### src/rtl/mbist_pkg.sv
package mbist_pkg;

    typedef enum logic [2:0] {
        ST_IDLE,
        ST_RUN,
        ST_PAUSE,
        ST_DRAIN,
        ST_DONE
    } mb_state_t;

    // one RAM operation: write or read-compare, on background or complement
    typedef struct packed {
        logic wr;
        logic inv;
    } mb_op_t;

    // one march element
    typedef struct packed {
        logic            down;   // descending sweep
        logic            hold;   // retention pause before this element
        logic [1:0]      last;   // index of last op
        mb_op_t [3:0]    ops;
    } mb_elem_t;

    localparam int NUM_ELEM = 5;
    localparam logic [63:0] ALT_WORD = 64'h5555_5555_5555_5555;

    function automatic mb_elem_t elem_at(input logic [2:0] idx);
        mb_elem_t e;
        e = '0;
        case (idx)
            3'd0: begin
                e.last   = 2'd0;
                e.ops[0] = '{wr: 1'b1, inv: 1'b0};
            end
            3'd1: begin
                e.last   = 2'd2;
                e.ops[0] = '{wr: 1'b0, inv: 1'b0};
                e.ops[1] = '{wr: 1'b0, inv: 1'b0};
                e.ops[2] = '{wr: 1'b1, inv: 1'b1};
            end
            3'd2: begin
                e.down   = 1'b1;
                e.last   = 2'd3;
                e.ops[0] = '{wr: 1'b0, inv: 1'b1};
                e.ops[1] = '{wr: 1'b1, inv: 1'b1};
                e.ops[2] = '{wr: 1'b0, inv: 1'b1};
                e.ops[3] = '{wr: 1'b1, inv: 1'b0};
            end
            3'd3: begin
                e.hold   = 1'b1;
                e.last   = 2'd1;
                e.ops[0] = '{wr: 1'b0, inv: 1'b0};
                e.ops[1] = '{wr: 1'b1, inv: 1'b1};
            end
            default: begin
                e.down   = 1'b1;
                e.hold   = 1'b1;
                e.last   = 2'd0;
                e.ops[0] = '{wr: 1'b0, inv: 1'b1};
            end
        endcase
        return e;
    endfunction

    function automatic logic elem_down(input logic [2:0] idx);
        mb_elem_t e;
        e = elem_at(idx);
        return e.down;
    endfunction

    function automatic logic elem_hold(input logic [2:0] idx);
        mb_elem_t e;
        e = elem_at(idx);
        return e.hold;
    endfunction

    function automatic logic [1:0] elem_last(input logic [2:0] idx);
        mb_elem_t e;
        e = elem_at(idx);
        return e.last;
    endfunction

    function automatic mb_op_t elem_op(input logic [2:0] idx, input logic [1:0] opi);
        mb_elem_t e;
        e = elem_at(idx);
        return e.ops[opi];
    endfunction

endpackage

### src/rtl/mbist_addr_gen.sv
module mbist_addr_gen #(
    parameter int ADDR_W = 4
) (
    input  logic              clk,
    input  logic              rst,
    input  logic              load_i,
    input  logic              down_i,
    input  logic              step_i,
    output logic [ADDR_W-1:0] addr_o,
    output logic              last_o
);
    logic              down_q;
    logic [ADDR_W-1:0] addr_q;

    always_ff @(posedge clk) begin
        if (rst) begin
            down_q <= 1'b0;
            addr_q <= '0;
        end else if (load_i) begin
            down_q <= down_i;
            addr_q <= down_i ? '1 : '0;
        end else if (step_i) begin
            addr_q <= down_q ? addr_q - 1'b1 : addr_q + 1'b1;
        end
    end

    assign addr_o = addr_q;
    assign last_o = down_q ? (addr_q == '0) : (addr_q == '1);

    // the sequencer must never step past the end of a sweep
    p_no_wrap_r2: assert property (@(posedge clk) disable iff (rst)
        (step_i && !load_i) |-> !last_o);

endmodule

### src/rtl/mbist_pause_timer.sv
module mbist_pause_timer #(
    parameter int CNT_W = 24
) (
    input  logic             clk,
    input  logic             rst,
    input  logic             load_i,
    input  logic [CNT_W-1:0] len_i,
    input  logic             run_i,
    output logic             expire_o
);
    logic [CNT_W-1:0] cnt_q;

    always_ff @(posedge clk) begin
        if (rst) begin
            cnt_q <= '0;
        end else if (load_i) begin
            cnt_q <= len_i;
        end else if (run_i && cnt_q != '0) begin
            cnt_q <= cnt_q - 1'b1;
        end
    end

    assign expire_o = (cnt_q <= CNT_W'(1));

    // once expired the timer stays expired until reloaded
    p_expire_holds_r8: assert property (@(posedge clk) disable iff (rst)
        (expire_o && !load_i) |=> expire_o);

endmodule

### src/rtl/mbist_fail_capture.sv
module mbist_fail_capture #(
    parameter int ADDR_W = 4,
    parameter int DATA_W = 8
) (
    input  logic              clk,
    input  logic              rst,
    input  logic              clear_i,
    input  logic              valid_i,
    input  logic [ADDR_W-1:0] addr_i,
    input  logic [DATA_W-1:0] exp_i,
    input  logic [DATA_W-1:0] act_i,
    output logic              fail_o,
    output logic [ADDR_W-1:0] addr_o,
    output logic [DATA_W-1:0] exp_o,
    output logic [DATA_W-1:0] act_o
);
    logic              fail_q;
    logic [ADDR_W-1:0] addr_q;
    logic [DATA_W-1:0] exp_q;
    logic [DATA_W-1:0] act_q;
    logic              mismatch;

    assign mismatch = valid_i && (act_i != exp_i);

    always_ff @(posedge clk) begin
        if (rst || clear_i) begin
            fail_q <= 1'b0;
            addr_q <= '0;
            exp_q  <= '0;
            act_q  <= '0;
        end else if (mismatch && !fail_q) begin
            fail_q <= 1'b1;
            addr_q <= addr_i;
            exp_q  <= exp_i;
            act_q  <= act_i;
        end
    end

    assign fail_o = fail_q;
    assign addr_o = addr_q;
    assign exp_o  = exp_q;
    assign act_o  = act_q;

    p_first_kept_r9: assert property (@(posedge clk) disable iff (rst)
        (fail_q && !clear_i) |=> (fail_q && $stable(addr_q) && $stable(exp_q) && $stable(act_q)));

    p_clear_r11: assert property (@(posedge clk) disable iff (rst)
        clear_i |=> !fail_q);

endmodule

### src/rtl/mbist_march_ctrl.sv
module mbist_march_ctrl
    import mbist_pkg::*;
#(
    parameter int ADDR_W  = 4,
    parameter int DATA_W  = 8,
    parameter int PAUSE_W = 24
) (
    input  logic               clk,
    input  logic               rst,
    input  logic               start_i,
    input  logic               checker_en_i,
    input  logic               retention_en_i,
    input  logic [PAUSE_W-1:0] pause_cycles_i,
    output logic [ADDR_W-1:0]  ram_addr_o,
    output logic               ram_we_o,
    output logic [DATA_W-1:0]  ram_wdata_o,
    input  logic [DATA_W-1:0]  ram_rdata_i,
    output logic               busy_o,
    output logic               done_o,
    output logic               pass_o,
    output logic [ADDR_W-1:0]  fail_addr_o,
    output logic [DATA_W-1:0]  fail_exp_o,
    output logic [DATA_W-1:0]  fail_act_o
);
    localparam logic [DATA_W-1:0] BG_EVEN  = ALT_WORD[DATA_W-1:0];
    localparam logic [DATA_W-1:0] BG_ODD   = ~BG_EVEN;
    localparam logic [2:0]        ELEM_END = 3'(NUM_ELEM - 1);

    mb_state_t          state_q;
    logic [2:0]         elem_q;
    logic [1:0]         op_q;
    logic               pass_q;
    logic               chk_q, ret_q;
    logic [PAUSE_W-1:0] pause_q;

    logic               rd_v_q;
    logic [ADDR_W-1:0]  rd_addr_q;
    logic [DATA_W-1:0]  rd_exp_q;

    mb_op_t             op;
    logic               run, last_op, elem_end, wrap, launch, to_drain, begin_elem;
    logic [2:0]         tgt_elem;
    logic               tgt_pass, tgt_hold, ret_now;
    logic [PAUSE_W-1:0] pause_now;
    logic [DATA_W-1:0]  bg, exp_word;
    logic [ADDR_W-1:0]  ag_addr;
    logic               ag_last, ag_step, pause_done, fail;

    always_comb begin
        op         = elem_op(elem_q, op_q);
        run        = (state_q == ST_RUN);
        last_op    = (op_q == elem_last(elem_q));
        elem_end   = run && last_op && ag_last;
        wrap       = (elem_q == ELEM_END);
        launch     = ((state_q == ST_IDLE) || (state_q == ST_DONE)) && start_i;
        to_drain   = elem_end && wrap && !(!pass_q && chk_q);
        begin_elem = launch || (elem_end && !to_drain);
        tgt_elem   = (launch || wrap) ? 3'd0 : elem_q + 3'd1;
        tgt_pass   = launch ? 1'b0 : (wrap ? 1'b1 : pass_q);
        ret_now    = launch ? retention_en_i : ret_q;
        pause_now  = launch ? pause_cycles_i : pause_q;
        tgt_hold   = elem_hold(tgt_elem) && ret_now && (pause_now != '0);
        ag_step    = run && last_op && !ag_last;
        bg         = pass_q ? (ag_addr[0] ? BG_ODD : BG_EVEN) : '0;
        exp_word   = op.inv ? ~bg : bg;
    end

    mbist_addr_gen #(.ADDR_W(ADDR_W)) u_addr (
        .clk    (clk),
        .rst    (rst),
        .load_i (begin_elem),
        .down_i (elem_down(tgt_elem)),
        .step_i (ag_step),
        .addr_o (ag_addr),
        .last_o (ag_last)
    );

    mbist_pause_timer #(.CNT_W(PAUSE_W)) u_pause (
        .clk      (clk),
        .rst      (rst),
        .load_i   (begin_elem && tgt_hold),
        .len_i    (pause_now),
        .run_i    (state_q == ST_PAUSE),
        .expire_o (pause_done)
    );

    mbist_fail_capture #(.ADDR_W(ADDR_W), .DATA_W(DATA_W)) u_fail (
        .clk     (clk),
        .rst     (rst),
        .clear_i (launch),
        .valid_i (rd_v_q),
        .addr_i  (rd_addr_q),
        .exp_i   (rd_exp_q),
        .act_i   (ram_rdata_i),
        .fail_o  (fail),
        .addr_o  (fail_addr_o),
        .exp_o   (fail_exp_o),
        .act_o   (fail_act_o)
    );

    always_ff @(posedge clk) begin
        if (rst) begin
            state_q   <= ST_IDLE;
            elem_q    <= '0;
            op_q      <= '0;
            pass_q    <= 1'b0;
            chk_q     <= 1'b0;
            ret_q     <= 1'b0;
            pause_q   <= '0;
            rd_v_q    <= 1'b0;
            rd_addr_q <= '0;
            rd_exp_q  <= '0;
        end else begin
            // read pipeline: compare one cycle after the read is issued
            rd_v_q    <= run && !op.wr;
            rd_addr_q <= ag_addr;
            rd_exp_q  <= exp_word;

            case (state_q)
                ST_RUN: begin
                    op_q <= last_op ? 2'd0 : op_q + 2'd1;
                    if (to_drain) state_q <= ST_DRAIN;
                end
                ST_PAUSE: if (pause_done) state_q <= ST_RUN;
                ST_DRAIN: state_q <= ST_DONE;
                default:  ;
            endcase

            if (launch) begin
                chk_q   <= checker_en_i;
                ret_q   <= retention_en_i;
                pause_q <= pause_cycles_i;
            end

            if (begin_elem) begin
                elem_q  <= tgt_elem;
                pass_q  <= tgt_pass;
                op_q    <= 2'd0;
                state_q <= tgt_hold ? ST_PAUSE : ST_RUN;
            end
        end
    end

    assign ram_addr_o  = ag_addr;
    assign ram_we_o    = run && op.wr;
    assign ram_wdata_o = exp_word;
    assign busy_o      = (state_q == ST_RUN) || (state_q == ST_PAUSE) || (state_q == ST_DRAIN);
    assign done_o      = (state_q == ST_DONE);
    assign pass_o      = done_o && !fail;

    // address stays put while the ops of one address are issued
    p_addr_held_r2: assert property (@(posedge clk) disable iff (rst)
        (run && !last_op) |=> (ram_addr_o == $past(ram_addr_o)));

    p_drain_then_done_r2: assert property (@(posedge clk) disable iff (rst)
        (state_q == ST_DRAIN) |=> done_o);

    p_quiet_pause_r8: assert property (@(posedge clk) disable iff (rst)
        (state_q == ST_PAUSE) |-> !ram_we_o);

    p_start_ignored_r10: assert property (@(posedge clk) disable iff (rst)
        (run && start_i && !elem_end) |=> (busy_o && $stable(chk_q)));

endmodule

### config.mk
export PLATFORM = sky130hd
export DESIGN_NAME = mbist_march_ctrl
export DESIGN_NICKNAME = d
export VERILOG_FILES = /design/src/rtl/mbist_pkg.sv /design/src/rtl/mbist_addr_gen.sv /design/src/rtl/mbist_pause_timer.sv /design/src/rtl/mbist_fail_capture.sv /design/src/rtl/mbist_march_ctrl.sv
export SDC_FILE = /design/constraint.sdc
export NUM_CORES = 1
export LEC_CHECK = 0
export BUFFER_PORTS_ARGS = -buffer_cell sky130_fd_sc_hd__buf_2
export CAP_MARGIN = 20
export CORE_MARGIN = 2
export CORE_UTILIZATION = 57
export DETAILED_ROUTE_END_ITERATION = 6
export PLACE_DENSITY = 0.9
export SLEW_MARGIN = 20
export SYNTH_ARGS = -nofsm -noshare
export SYNTH_HDL_FRONTEND = slang
export SYNTH_HIERARCHICAL = 1
export SYNTH_SLANG_ARGS = --single-unit
export TNS_END_PERCENT = 100
### constraint.sdc
create_clock -name clk -period 3.3 [get_ports clk]
set_clock_uncertainty 0.05 [all_clocks]
set_input_delay 0.66 -clock clk [delete_from_list [all_inputs] [get_ports clk]]
set_output_delay 0.66 -clock clk [all_outputs]
set_load 0.005 [all_outputs]
# Yosys cells after proc, flatten, opt, wreduce, memory -nomap -nowiden
# Index checks and enable logic that the tools add are counted.
dict set report op_classes {
  n_addsub 5
  n_lt_le_gt_ge 2
  n_eq_ne 16
  mux 30
  bitwise 1
  reduce_logical 46
}
# cell count
set ops {}
lappend ops {{$mux W24} 3}
lappend ops {{$reduce_bool A24 Y1} 2}
lappend ops {{$le A24 B1 Y1 const B} 1}
lappend ops {{$mux W8} 3}
lappend ops {{$sub A24 B1 Y24 const B} 1}
lappend ops {{$eq A3 B2 Y1 const B} 6}
lappend ops {{$logic_and A1 B1 Y1} 17}
lappend ops {{$mux W4} 4}
lappend ops {{$mux W3} 4}
lappend ops {{$mux W2} 5}
lappend ops {{$eq A3 B1 Y1 const B} 3}
lappend ops {{$logic_not A3 Y1} 3}
lappend ops {{$pmux W3 S3} 1}
lappend ops {{$ne A8 B8 Y1} 1}
lappend ops {{$not A8 Y8} 1}
lappend ops {{$pmux W2 S2} 2}
lappend ops {{$eq A3 B3 Y1 const B} 2}
lappend ops {{$logic_not A1 Y1} 6}
lappend ops {{$logic_or A1 B1 Y1} 6}
lappend ops {{$mux W1} 6}
lappend ops {{$pmux W2 S3} 1}
lappend ops {{$reduce_bool A2 Y1} 3}
lappend ops {{$reduce_or A2 Y1} 3}
lappend ops {{$reduce_or A3 Y1} 2}
lappend ops {{other kinds (14)} 14}
dict set report word_totals {
  ff_bits 98
  input_bits 37
  elab_cells 117
}

# Longest topological paths before layout
dict set report logic_depth {
  ltp_word 12
  ltp_mapped 11
  mapped_depth_nobuf 9
}

# By module
# Netlist, hierarchy kept.
# module instances cells_each area_each_um2 seq_area_each_um2
set modules_own_cells {}
lappend modules_own_cells {mbist_march_ctrl 1 261 2044.5 840.8}
lappend modules_own_cells {mbist_pause_timer 1 183 1569.0 480.5}
lappend modules_own_cells {mbist_fail_capture 1 101 917.1 420.4}
lappend modules_own_cells {mbist_addr_gen 1 40 339.1 100.1}

# Least setup slack after synthesis
# OpenSTA, ideal clock, no wires.
dict set report synth_path {
  kind {register to register}
  startpoint {reg elem_q[1]}
  endpoint {reg u_pause.cnt_q[6]}
  t_arrival_ps 2647
  slack_ps 489
  stages_incl_launch_ff 10
  path_buffers 1
  path_cell_list {dfxtp_1 inv_1 ha_1 or3_4 a211oi_4 o211ai_4 nor4_4 clkbuf_1 a211oi_1 a2111oi_0}
}
dict set report synth_via {
  elab_chain_cells 12
  elab_cells_between_ends 26
  cone_classes {add/sub: 1; eq/ne: 7; mux: 4; reduce/logical: 14}
}
# item line
set synth_lines {}
lappend synth_lines {{from (decl)} mbist_march_ctrl.sv:30} ;# logic [2:0] elem_q;
lappend synth_lines {{from (signal assigned)} mbist_march_ctrl.sv:136} ;# elem_q <= tgt_elem;
lappend synth_lines {{parallel branches: the longest is 10 deep, another holds $add A3 B1 Y3} --}
lappend synth_lines {{$logic_and A1 B1 Y1 *} mbist_march_ctrl.sv:81} ;# .load_i (begin_elem && tgt_hold),
lappend synth_lines {{$mux W24 or $reduce_bool A2 Y1 (tied branches)} --}
lappend synth_lines {{to (signal assigned)} mbist_pause_timer.sv:17} ;# cnt_q <= len_i;
lappend synth_lines {{to (signal assigned)} mbist_pause_timer.sv:19} ;# cnt_q <= cnt_q - 1'b1;
lappend synth_lines {{to (decl)} mbist_pause_timer.sv:11} ;# logic [CNT_W-1:0] cnt_q;
# Mark *: on every way between the ends.
# A chain may end at the register's enable or synchronous reset.

# Worst setup path in the final report
dict set report layout_path {
  startpoint {reg elem_q[2]}
  endpoint {out ram_wdata_o[3]}
}
dict set report layout_via {
  elab_chain_cells 6
  elab_cells_between_ends 12
  cone_classes {eq/ne: 3; mux: 6; reduce/logical: 3}
}
# item line
set layout_lines {}
lappend layout_lines {{$eq A3 B2 Y1 or $eq A3 B1 Y1 (tied branches)} mbist_pkg.sv:31} ;# case (idx)
lappend layout_lines {{$reduce_or A2 Y1 (no line)} --}
lappend layout_lines {{$pmux W2 S2 or $mux W2 (tied branches)} mbist_pkg.sv:31}
lappend layout_lines {{$bmux W2 S2 *} mbist_pkg.sv:87} ;# return e.ops[opi];
lappend layout_lines {{$mux W2 (implied by the code) *} mbist_pkg.sv:87}
lappend layout_lines {{$mux W8 *} mbist_march_ctrl.sv:65} ;# exp_word = op.inv ? ~bg : bg;
lappend layout_lines {{to (decl)} mbist_march_ctrl.sv:16} ;# output logic [DATA_W-1:0] ram_wdata_o,
# Mark *: on every way between the ends. The rest lies on a longest branch, timed or not. The select of a mux whose other input is x is not followed.

==> impl_metrics.sql <==
INSERT INTO impl_metrics (metric_group, metric, value, unit) VALUES
('synthesis', 'yosys_register_bits', '92', ''),
('worst_setup_path', 'critical_path_class', 'flop to primary output', ''),
('floorplanning', 'die_height', '96.4', 'um'),
('worst_hold_path', 'worst_hold_startpoint', 'rd_addr_q[3]', ''),
('cells_and_area', 'final_net_count', '696', ''),
('detailed_routing', 'detail_route.wirelength', '11700', 'um'),
('cts', 'tritoncts', 'done', ''),
('placed_design', 'gp_weighted_congestion', '0.924', ''),
('cells_and_area', 'layout-drive-gt1-share', '20.5', '%'),
('worst_setup_path', 'crit_required', '2.59', 'ns'),
('cts', 'clock-root-buffer', 'clkbuf_8', ''),
('sta', 'setup_repair_after_global_routing_missed_its_margin', 'false', ''),
('sta', 'final_max_slew_viol_count', '0', ''),
('detailed_routing', 'drtAntennaViolNets', '0', ''),
('worst_setup_path', 'crit_slowest_cell', 'dfxtp_1', ''),
('floorplanning', 'ios', '73', ''),
('detailed_routing', 'post_drt_wl_per_cell', '15.4', 'um'),
('cts', 'htreeDepth', '3', ''),
('synthesis', 'yosys_most_used_dff', 'dfxtp_1', ''),
('floorplanning', 'rows', '33', ''),
('detailed_routing', 'detail_route.iter0.violations', '270', ''),
('sta', 'setup_ws', '0.182', 'ns'),
('sta', 'timing.max_slew.rel_slack', '34.2', '%'),
('worst_setup_path', 'timing.critical_path.from_type', 'flop', ''),
('sta', 'worst-slew-pin-transition', '0.983', 'ns'),
('grt', 'grt_pass1_vias', '4106', ''),
('sta', 'final.setup.tns', '0', 'ns'),
('cells_and_area', 'area_taken_by_multi_input_logic_gates', '2720', 'sq um'),
('sta', 'fmax', '321', 'MHz'),
('synthesis', 'synthCells', '585', ''),
('synthesis', 'synth_enable_flop_cells', '0', ''),
('detailed_routing', 'vias', '4482', ''),
('floorplanning', 'fp.coreArea', '8260', 'sq um'),
('synthesis', 'synth_sequential_area_ratio', '37.8', '%'),
('worst_setup_path', 'critical_path_peak_fanout', '10', ''),
('cts', 'deepest_clock_path_buffer_count', '2', ''),
('detailed_routing', 'via_density_per_instance', '5.91', ''),
('grt', 'grt_first_pass_wirelength', '18600', 'um'),
('synthesis', 'netlist-cell-type-count', '71', ''),
('placed_design', 'place_ws', '0.233', 'ns'),
('pwr', 'power.density', '631', 'nW/um^2'),
('cells_and_area', 'fillcell_total', '640', ''),
('worst_setup_path', 'worstSetupEndpointType', 'primary output', ''),
('placed_design', 'detailedPlacementHpwl', '8370', 'um'),
('cells_and_area', 'seq_area', '1840', 'sq um'),
('cts', 'cts_sinks', '92', ''),
('worst_setup_path', 'reg2reg_from', 'elem_q[1]', ''),
('grt', 'grt_start_max_net_pins', '42', ''),
('synthesis', 'synth.cell_area', '4870', 'sq um'),
('detailed_routing', 'firstDrtPassIters', '5', ''),
('sta', 'final_hold_viol_count', '0', ''),
('floorplanning', 'initial_standard_cell_utilization_of_the_core', '59.0', '%'),
('grt', 'grt-ovfl-total', '0', ''),
('grt', 'global_route.usage.total', '25.4', '%'),
('cts', 'cts_buffers', '9', ''),
('cts', 'cts.reportedPaths.clkPinSlew', '0.09', 'ns'),
('worst_setup_path', 'critical-path-max-stage-delay', '0.60', 'ns'),
('cells_and_area', 'num_antenna_cells', '0', ''),
('placed_design', 'portBuffers', '72', ''),
('synthesis', 'synth.net_count', '633', ''),
('worst_setup_path', 'critical_path_arrival', '2.41', 'ns'),
('sta', 'period_minus_slack', '3.12', 'ns'),
('worst_hold_path', 'hold_path_class', 'flop to flop', ''),
('cells_and_area', 'flow.area_growth_from_synthesis', '12.1', '%'),
('synthesis', 'postSynth.asyncResetShare', '0', '%'),
('worst_setup_path', 'timing.critical_path.cells', 'inv_1 -> ha_1 -> nor2_1 -> a2bb2oi_1 -> o21ai_0 -> xnor2_1 -> buf_2', ''),
('run_status', 'status', 'complete, no violations', ''),
('detailed_routing', 'drc', '0', ''),
('synthesis', 'yosysWarnings', '6', ''),
('synthesis', 'avgSynthCellArea', '8.32', 'sq um'),
('sta', 'layout_worst_path_cycle_share', '94.5', '%'),
('sta', 'setup-violations-final', '0', ''),
('floorplanning', 'die_area', '9300', 'sq um'),
('grt', 'antenna_found_initial', '0', ''),
('worst_setup_path', 'critical_path.startpoint', 'elem_q[2]', ''),
('floorplanning', 'die-width', '96.4', 'um'),
('pwr', 'power.static_leakage', '0.00225', 'uW'),
('run', 'timing.max_cap.violations', '0', ''),
('cts', 'clk_latency', '0.36', 'ns'),
('pwr', 'vdd.ir_drop.worst', '0.289', 'mV');
worst paths after layout:
| path | end | slack [ns] | cells past startpoint |
|---|---|---|---|
| setup / recovery | ram_wdata_o[3] | 0.18 | 7 |
| hold / removal | u_fail/addr_o[3] | 0.40 | 2 |
| setup reg to reg | u_pause/cnt_q[20] | 0.26 | 9 |
| hold reg to reg | u_fail/addr_o[3] | 0.40 | 2 |
area by class of cell:
class / count / area share [%]
Timing Repair Buffer: 87 / 8.66
Tap cell: 105 / 2.41
Clock inverter: 7 / 1.47
Inverter: 24 / 1.72
Multi-Input combinational cell: 434 / 49.7
Clock buffer: 9 / 2.27
Sequential cell: 92 / 33.8
worst max-delay path, delay by kind of cell, from the launching register on:
kind / cells / cell delay (ns)
buffers and inverters: 2 / 0.33
and+or+nand+nor: 1 / 0.09
adders and majority gates: 1 / 0.22
AOI/OAI and AO/OA: 2 / 0.53
DFF: 1 / 0.60
xor gates and xnor gates: 1 / 0.28
cell usage after synthesis (all sizes together), types with 4 or more instances:
cell type	number	area [sq um]
xnor2	9	78.8
nand2	140	528
nand3	5	25.0
or3	5	40.0
buf	14	115
a211oi	14	118
nand2b	7	43.8
o21ai	8	40.0
or4	7	65.1
dfxtp	92	1840
and4	5	43.8
a21oi	43	223
nor4	17	158
ha	10	125
a311oi	8	70.1
nand4	5	31.3
o31a	4	37.5
a2111oi	7	61.3
xor2	11	96.3
nor3	7	35.0
clkbuf	21	110
a31oi	5	46.3
mux2i	22	220
o31ai	4	43.8
inv	23	86.3
nor2b	8	50.1
nor2	40	150
and2	6	37.5
sequential cells by signal, summed over array words and instances (netlist names), 2 cells and up:
register       flops
state_q            3
op_q               2
rd_addr_q          4
u_fail/act_o       8
elem_q             3
pause_q           24
u_fail/exp_o       8
u_addr/addr_o      4
u_pause/cnt_q     24
u_fail/addr_o      4
rd_exp_q           2
cell usage in the layout (no fill, tap or decap), types with 3 or more instances in the layout:
| cell type | instances |
|---|---|
| o21a_1 | 3 |
| o31ai_1 | 3 |
| and2_1 | 6 |
| xnor2_1 | 9 |
| nor4_1 | 13 |
| buf_4 | 15 |
| or2_2 | 3 |
| a311oi_1 | 8 |
| nor3_1 | 7 |
| nand2b_1 | 7 |
| dfxtp_1 | 91 |
| mux2i_1 | 22 |
| buf_2 | 72 |
| xor2_1 | 11 |
| o21ai_0 | 8 |
| nor4_4 | 3 |
| inv_1 | 22 |
| nand2_1 | 139 |
| nor2_1 | 39 |
| nand4_1 | 5 |
| a2111oi_0 | 7 |
| inv_6 | 3 |
| or4_4 | 3 |
| a31oi_1 | 4 |
| and4_1 | 5 |
| nand3_1 | 5 |
| ha_1 | 10 |
| and3_1 | 3 |
| a21oi_1 | 41 |
| or3_2 | 3 |
| a211oi_1 | 13 |
| or4_1 | 3 |
| clkbuf_8 | 9 |
| nor2b_1 | 8 |
kinds of logic after synthesis:
group / Yosys count / share of synthesized area [%]
adder cells (fa/ha/maj): 11 / 2.98
multiplexers: 23 / 4.98
AO/OA/AOI/OAI: 114 / 17.1
flip-flops: 92 / 37.8
AND/OR/NAND/NOR: 266 / 27.1
XOR/XNOR: 20 / 3.60
buffers and inverters: 59 / 6.47
where the power goes:
group	internal, uW	leakage (uW)	switching (uW)
Combinational	497	0.00140	787
Sequential	1240	0.000748	131
Clock	362	0.000103	427
Total	2100	0.00225	1350
metrics by stage:
step / cell area (sq um) / std cells / hold slack [ns] / total power, uW / utilization (%)
final: 5460 / 758 / 0.405 / 3450 / 66.1
after global routing: 5460 / 758 / 0.429 / 3640 / 66.1
after CTS: 5440 / 756 / 0.407 / 3420 / 65.9
after detailed placement: 5240 / 740 / 0.393 / 2630 / 63.4
after global placement: 5240 / 740 / 0.382 / 2580 / 63.4
after floorplan: 4870 / 585 / 0.373 / 2320 / -
routing by layer:
metal	vias up	share of wire, %	global-route usage [%]
met5	-	0	0
li1	2171	-	-
met3	30	5.8	3.72
met1	2114	42	30.8
met2	167	50	44.7
met4	0	2.5	11.0
timing repair:
action / 4_1_cts / 5_1_grt
gates resized for setup: 0 / 2
setup endpoints to repair: 0 / 1
buffers inserted: 0 / 2
hold buffers: 0 / 0
Note: power is estimated with default switching activity, not from simulation.
